File: src/rtl/rsup_pkg.sv
package rsup_pkg;

    typedef enum logic [1:0] {
        REC_HOLD  = 2'd0,
        REC_COUNT = 2'd1,
        REC_DONE  = 2'd2
    } rec_state_e;

    function automatic int unsigned max2(input int unsigned a, input int unsigned b);
        return (a > b) ? a : b;
    endfunction

    function automatic int unsigned bits_for(input int unsigned v);
        return (v < 2) ? 1 : $clog2(v + 1);
    endfunction

endpackage

File: src/rtl/rsup_sync.sv
module rsup_sync #(
    parameter int unsigned      WIDTH   = 1,
    parameter logic [WIDTH-1:0] RST_VAL = '0
) (
    input  logic             clk_i,
    input  logic             srst_ni,
    input  logic [WIDTH-1:0] async_i,
    output logic [WIDTH-1:0] sync_o
);

    typedef struct packed {
        logic [WIDTH-1:0] meta;
        logic [WIDTH-1:0] stab;
    } sync_t;

    sync_t st_d, st_q;

    always_comb begin
        st_d      = st_q;
        st_d.meta = async_i;
        st_d.stab = st_q.meta;
    end

    always_ff @(posedge clk_i) begin
        if (!srst_ni) begin
            st_q <= '{meta: RST_VAL, stab: RST_VAL};
        end else begin
            st_q <= st_d;
        end
    end

    assign sync_o = st_q.stab;

    // exactly two cycles from pin to synchronized value
    a_r1_two_stage: assert property (@(posedge clk_i) disable iff (!srst_ni)
        $past(srst_ni, 2) |-> (sync_o == $past(async_i, 2)));

endmodule

File: src/rtl/rsup_btn_qual.sv
module rsup_btn_qual
    import rsup_pkg::*;
#(
    parameter int unsigned FILT_CYC     = 5,
    parameter int unsigned HOLD_MIN_CYC = 300,
    parameter int unsigned HOLD_W       = 32,
    parameter bit          HOLD_OPT     = 1'b1
) (
    input  logic              clk_i,
    input  logic              srst_ni,
    input  logic              btn_low_i,
    input  logic              hold_en_i,
    input  logic [HOLD_W-1:0] hold_cyc_i,
    output logic              press_o
);

    localparam int unsigned CNT_W =
        max2(HOLD_W, max2(bits_for(FILT_CYC), bits_for(HOLD_MIN_CYC)));

    typedef struct packed {
        logic [CNT_W-1:0] run;
    } qual_t;

    qual_t            q_d, q_q;
    logic [CNT_W-1:0] thr;

    generate
        if (HOLD_OPT) begin : g_hold
            logic [CNT_W-1:0] req;
            always_comb begin
                req = CNT_W'(hold_cyc_i);
                if (!hold_en_i) begin
                    thr = CNT_W'(FILT_CYC);
                end else if (req < CNT_W'(HOLD_MIN_CYC)) begin
                    thr = CNT_W'(HOLD_MIN_CYC);
                end else begin
                    thr = req;
                end
            end
        end else begin : g_nohold
            logic unused_cfg;
            assign unused_cfg = ^{hold_en_i, hold_cyc_i};
            assign thr        = CNT_W'(FILT_CYC);
        end
    endgenerate

    always_comb begin
        q_d = q_q;
        if (!btn_low_i) begin
            q_d.run = '0;
        end else if (q_q.run < thr) begin
            q_d.run = q_q.run + 1'b1;
        end
    end

    always_ff @(posedge clk_i) begin
        if (!srst_ni) begin
            q_q <= '{run: '0};
        end else begin
            q_q <= q_d;
        end
    end

    assign press_o = (q_q.run >= thr);

    // a press is only ever reported after a sampled low
    a_r5_press_needs_low: assert property (@(posedge clk_i) disable iff (!srst_ni)
        press_o |-> $past(btn_low_i));

    // a release removes the press on the next cycle
    a_r7_release_clears: assert property (@(posedge clk_i) disable iff (!srst_ni)
        !btn_low_i |=> !press_o);

endmodule

File: src/rtl/rsup_recovery.sv
module rsup_recovery
    import rsup_pkg::*;
#(
    parameter int unsigned REC_SHORT_CYC = 10_500_000,
    parameter int unsigned REC_LONG_CYC  = 45_000_000
) (
    input  logic clk_i,
    input  logic srst_ni,
    input  logic fault_i,
    input  logic long_sel_i,
    output logic rst_no
);

    localparam int unsigned REC_W = bits_for(max2(REC_SHORT_CYC, REC_LONG_CYC));

    typedef struct packed {
        rec_state_e       st;
        logic [REC_W-1:0] cnt;
        logic             out_n;
    } rec_t;

    rec_t             r_d, r_q;
    logic [REC_W-1:0] last;

    always_comb begin
        last = long_sel_i ? REC_W'(REC_LONG_CYC - 1) : REC_W'(REC_SHORT_CYC - 1);
        r_d  = r_q;
        if (fault_i) begin
            r_d.st    = REC_HOLD;
            r_d.cnt   = '0;
            r_d.out_n = 1'b0;
        end else begin
            unique case (r_q.st)
                REC_HOLD: begin
                    r_d.st    = REC_COUNT;
                    r_d.cnt   = '0;
                    r_d.out_n = 1'b0;
                end
                REC_COUNT: begin
                    if (r_q.cnt >= last) begin
                        r_d.st    = REC_DONE;
                        r_d.out_n = 1'b1;
                    end else begin
                        r_d.cnt = r_q.cnt + 1'b1;
                    end
                end
                REC_DONE: begin
                    r_d.out_n = 1'b1;
                end
                default: begin
                    r_d.st    = REC_HOLD;
                    r_d.cnt   = '0;
                    r_d.out_n = 1'b0;
                end
            endcase
        end
    end

    always_ff @(posedge clk_i) begin
        if (!srst_ni) begin
            r_q <= '{st: REC_HOLD, cnt: '0, out_n: 1'b0};
        end else begin
            r_q <= r_d;
        end
    end

    assign rst_no = r_q.out_n;

    // any fault forces the reset low next cycle
    a_r3_fault_asserts: assert property (@(posedge clk_i) disable iff (!srst_ni)
        fault_i |=> !rst_no);

    // release only from a completed, fault-free count
    a_r3_release_clean: assert property (@(posedge clk_i) disable iff (!srst_ni)
        $rose(rst_no) |-> ($past(!fault_i) && ($past(r_q.st) == REC_COUNT)));

    // a released reset stays released while sources are clean
    a_r3_stays_released: assert property (@(posedge clk_i) disable iff (!srst_ni)
        (rst_no && !fault_i) |=> rst_no);

    // a fault mid-count drops the count back to zero
    a_r9_abort_restart: assert property (@(posedge clk_i) disable iff (!srst_ni)
        ((r_q.st == REC_COUNT) && fault_i) |=> ((r_q.st == REC_HOLD) && (r_q.cnt == '0)));

endmodule

File: src/rtl/rsup_ctrl.sv
module rsup_ctrl
    import rsup_pkg::*;
#(
    parameter int unsigned CLK_HZ        = 50_000_000,
    parameter int unsigned REC_SHORT_CYC = (CLK_HZ / 1000) * 210,
    parameter int unsigned REC_LONG_CYC  = (CLK_HZ / 1000) * 900,
    parameter int unsigned FILT_CYC      = max2(1, CLK_HZ / 10_000_000),
    parameter int unsigned HOLD_MIN_CYC  = max2(1, (CLK_HZ / 1_000_000) * 6),
    parameter int unsigned HOLD_W        = 32,
    parameter bit          HOLD_OPT      = 1'b1
) (
    input  logic              clk_i,
    input  logic              srst_ni,
    input  logic              pg_primary_i,
    input  logic              pg_secondary_i,
    input  logic              pg_adjust_i,
    input  logic              btn_ni,
    input  logic              cfg_long_sel_i,
    input  logic              cfg_hold_en_i,
    input  logic [HOLD_W-1:0] cfg_hold_cyc_i,
    output logic              sys_rst_no
);

    localparam int unsigned     N_SRC     = 4;
    localparam logic [N_SRC-1:0] SYNC_INIT = 4'b1000;  // button released, rails not yet good

    logic [N_SRC-1:0] raw_in;
    logic [N_SRC-1:0] sync_in;
    logic [2:0]       pg_s;
    logic             btn_low_s;
    logic             press;
    logic             fault;

    assign raw_in = {btn_ni, pg_adjust_i, pg_secondary_i, pg_primary_i};

    rsup_sync #(
        .WIDTH   (N_SRC),
        .RST_VAL (SYNC_INIT)
    ) u_sync (
        .clk_i   (clk_i),
        .srst_ni (srst_ni),
        .async_i (raw_in),
        .sync_o  (sync_in)
    );

    assign pg_s      = sync_in[2:0];
    assign btn_low_s = ~sync_in[3];

    rsup_btn_qual #(
        .FILT_CYC     (FILT_CYC),
        .HOLD_MIN_CYC (HOLD_MIN_CYC),
        .HOLD_W       (HOLD_W),
        .HOLD_OPT     (HOLD_OPT)
    ) u_btn (
        .clk_i      (clk_i),
        .srst_ni    (srst_ni),
        .btn_low_i  (btn_low_s),
        .hold_en_i  (cfg_hold_en_i),
        .hold_cyc_i (cfg_hold_cyc_i),
        .press_o    (press)
    );

    assign fault = ~(&pg_s) | press;

    rsup_recovery #(
        .REC_SHORT_CYC (REC_SHORT_CYC),
        .REC_LONG_CYC  (REC_LONG_CYC)
    ) u_rec (
        .clk_i      (clk_i),
        .srst_ni    (srst_ni),
        .fault_i    (fault),
        .long_sel_i (cfg_long_sel_i),
        .rst_no     (sys_rst_no)
    );

    // a synchronized rail fault reaches the output one cycle later
    a_r1_supply_fault: assert property (@(posedge clk_i) disable iff (!srst_ni)
        !(&pg_s) |=> !sys_rst_no);

    // a qualified press keeps the reset low
    a_r8_press_holds: assert property (@(posedge clk_i) disable iff (!srst_ni)
        press |=> !sys_rst_no);

endmodule

File: config.mk
export PLATFORM = sky130hd
export DESIGN_NAME = rsup_ctrl
export DESIGN_NICKNAME = d
export VERILOG_FILES = /design/src/rtl/rsup_pkg.sv /design/src/rtl/rsup_sync.sv /design/src/rtl/rsup_btn_qual.sv /design/src/rtl/rsup_recovery.sv /design/src/rtl/rsup_ctrl.sv
export SDC_FILE = /design/constraint.sdc
export NUM_CORES = 1
export LEC_CHECK = 0
export ABC_AREA = 1
export CORE_ASPECT_RATIO = 0.8
export CORE_UTILIZATION = 45
export DETAILED_ROUTE_END_ITERATION = 10
export DONT_BUFFER_PORTS = 1
export SETUP_SLACK_MARGIN = 0.5
export SLEW_MARGIN = 20
export SYNTH_ARGS = -nofsm -noshare
export SYNTH_HDL_FRONTEND = slang
export SYNTH_SLANG_ARGS = --single-unit
export TNS_END_PERCENT = 1
File: constraint.sdc
create_clock -name clk_i -period 3.5 [get_ports clk_i]
set_input_delay 0.7 -clock clk_i [delete_from_list [all_inputs] [get_ports clk_i]]
set_output_delay 0.7 -clock clk_i [all_outputs]
set_load 0.01 [all_outputs]
==> metrics.txt <==
Pint=between 1000 and 1500 uW; WL met3=1.195 mm; max-slew violations=0; H-tree levels=3; metal1 wirelength=about 8.4 mm; Logic pwr share=3.6%; Arrival @ worst endpoint=3.24 ns; Post-Syn Area=between 0.005 and 0.006 mm2; final WL=16.07 mm; Ys Warns=0; library cells used by synthesis=34; Final Critical Period=2.961 ns; Reg clk slew, reported paths=0.06 ns; Async SR Flop Fraction=0%; clock network latency to the later pin of the worst-skew pair=0.34 ns; Final ANT Viol Nets=0; CTS Sinks=69; Rel. slew slack=28.39%; switching share of power=between 20% and 30%; Max Freq=roughly 0.34 GHz; total negative slack=0 ns; Design Power=1887 uW; worst-margin pin slew=1.073 ns; Tcrit/Tclk final=84.61%; vias in the first global route=5,357; CTS max path bufs=2; core area=0.01216 mm2; Simple-Gate Fraction of Synth Area=45.24%; CP Class=input pin to flop; area leader, netlist=dfxtp_1; Fin Clk Skew=0.009493 ns; antenna diode count=0; largest net degree at the start of global routing=33; status=complete, no violations; routed length per placed instance=14.94 um; Layout Nets=1,006; most common cell in the netlist=nand2_1; first-pass GRT wire length=~26 mm; Syn Area/Cell=6.082 um2; dominant synthesized flop cell=dfxtp_1; Post-DP HPWL=11.76 mm; Initial DRT Pass Iterations=5; Worst setup SP type=input pin; 1st-iter DRT viols=590; Die Ht=~100 um; multiplexer share of the synthesized area=0%; Top Ports=41; via-per-instance ratio=about 5.5; share of cells above drive strength 1=7.143%; gr ovfl total=0; Row Count=36; Clock power frac=54.4%; GPL Wtd Cong=0.9628; hold_ws=just over 0.4 ns; EDFF count, synth=0; clock root buffer=clkbuf_16; Hold Crit Class=flop to flop; FF+latch count, synth=69; Tot GR Track Use=25.63%; Fillers=1,252; worst ir drop on vdd=between 0.0002 and 0.0003 V; Static Leakage=0.002670 uW; # setup viols final=0; Syn Inst Count=920; Synth Area in Compound Gates=around 7.6%; max-cap violations=0; sequential share of the synthesized area=24.69%; Critical Path RT=~3.8 ns; Switch Pwr=approximately 400 uW; Syn Nets=1,007; Area contributors post-synth=dfxtp_1 (25%), nand2_1 (19%), ha_1 (11%), nand3_1 (9.3%), nor2_1 (8.7%); die area=~0.013 mm2; IO Port Bufs=0; via count=5,872; met2 wire len=6.382 mm; CP endpoint kind=flop; Chip Width=126.7 um; crit-path max FO=6; CTS Buf Count=9; Final Hold Vio Count=0; Post-route DRC=0; Synth top area share=24.69%; post-synthesis adder-cell area fraction=10.51%; XOR/XNOR share of the synthesized area=3.131%; Starting Density=between 40% and 50%; DR top layer=met4; area delta synth->final=11.05%; initial antenna violation count=0; CTS tree=done; largest family of logic cells by synthesized area=simple AND/OR/NAND/NOR gates; Power Density=303.7 mW/mm2; RSZ-0062 raised after global routing=true; Seq pwr share=around two fifths; synth cell count leaders=nand2_1 (286), nor2_1 (129), nand3_1 (104)
[worst max-delay path, stage by stage]
cell and delay, ns:
nor2_2 0.08, nand4_1 0.27, nor3_2 0.24, o21ai_2 0.12, inv_2 0.09, o21ai_2 0.06
ha_1 0.32, buf_4 0.14, nand2_1 0.06, nor2_1 0.05, nand2_1 0.06, nand2_1 0.05
nand2_1 0.06, nand2_2 0.08, nand2_4 0.11, nand2_8 0.08, nor2_4 0.29, clkbuf_16 0.22
nand2_1 0.05, nor2_1 0.10
[per-stage QoR]
| step | util (%) | area [um2] | cells | setup slack (ns) |
|---|---|---|---|---|
| floorplan | - | 5595 | 920 | 0.6428 |
| global placement | 46.64 | 5672 | 1049 | 0.2498 |
| detailed placement | 46.64 | 5672 | 1049 | 0.1377 |
| CTS | 49.37 | 6005 | 1065 | 0.5153 |
| global route | 51.09 | 6213 | 1076 | 0.3809 |
| finish | 51.09 | 6213 | 1076 | 0.5387 |
[state kept, by name, indices dropped and copies added, names as in the netlist]
signal	count
u_btn.q_q	32
u_rec.r_q	28
u_rec.rst_no	1
u_sync.st_d	4
u_sync.sync_o	4
[routing by layer]
layer / global-route usage, % / vias up
li1: - / 2993
met1: 38.49 / 2673
met2: 36.46 / 197
met3: 5.652 / 9
met4: 6.777 / 0
met5: 0 / -
[power by group through the flow]
stage               clock [uW]  combinational, uW  sequential (uW)
global placement             0               60.0              809
floorplan                    0               55.8              809
CTS                       1050               64.3              792
detailed placement           0               63.9              809
global route              1080               81.1              792
finish                    1030               68.7              792
[worst paths after layout]
path	from	endpoint	slack [ns]	cells past startpoint
setup / recovery	cfg_hold_cyc_i[25]	u_rec.r_q[16]$_SDFFE_PP0P_	0.54	20
hold / removal	u_sync.st_d[1]$_SDFF_PN0_	u_sync.sync_o[1]$_SDFF_PN0_	0.41	2
setup reg to reg	u_btn.q_q[27]$_SDFFE_PP0N_	u_rec.r_q[16]$_SDFFE_PP0P_	0.85	13
hold reg to reg	u_sync.st_d[1]$_SDFF_PN0_	u_sync.sync_o[1]$_SDFF_PN0_	0.41	2
[repair_timing]
| action | in CTS | in global routing |
|---|---|---|
| buffers inserted | 0 | 7 |
| gates resized for setup | 1 | 28 |
| hold buffers | 0 | 0 |
| pin swaps | 1 | 14 |
| endpoints found under the setup margin | 25 | 61 |
| cloned | 0 | 4 |
[cell families after synthesis]
family,count (synthesis)
AOI/OAI and AO/OA,80
buffers and inverters,114
adders and majority gates,47
xor gates and xnor gates,20
and+or+nand+nor,590
DFF,69
[final cells by class]
cell class	count	area, um2	area share [%]
clock buffers	13	260.3	4.188
clock inverters	3	67.56	1.087
inverters	84	315.3	5.074
multi-input cells	738	3816	61.42
flip-flops and latches	69	1381	22.23
well taps	152	190.2	3.061
repair buffers	17	182.7	2.940
[layout by cell type, fill, tap and decap left out, drive strengths merged]
| master | n |
|---|---|
| ha | 47 |
| nor2 | 133 |
| nand3 | 105 |
| a211oi | 1 |
| o21a | 1 |
| o21bai | 1 |
| nor3b | 3 |
| clkinvlp | 1 |
| o21ai | 14 |
| xor2 | 15 |
| nor4 | 2 |
| nand2 | 293 |
| buf | 15 |
| nand3b | 8 |
| xnor2 | 5 |
| nor3 | 27 |
| bufinv | 2 |
| clkbuf | 15 |
| a21oi | 56 |
| o211ai | 3 |
| dfxtp | 69 |
| a21o | 4 |
| nand4 | 17 |
| inv | 84 |
| or2 | 2 |
| nor2b | 1 |
(Power assumes the default switching activity.)
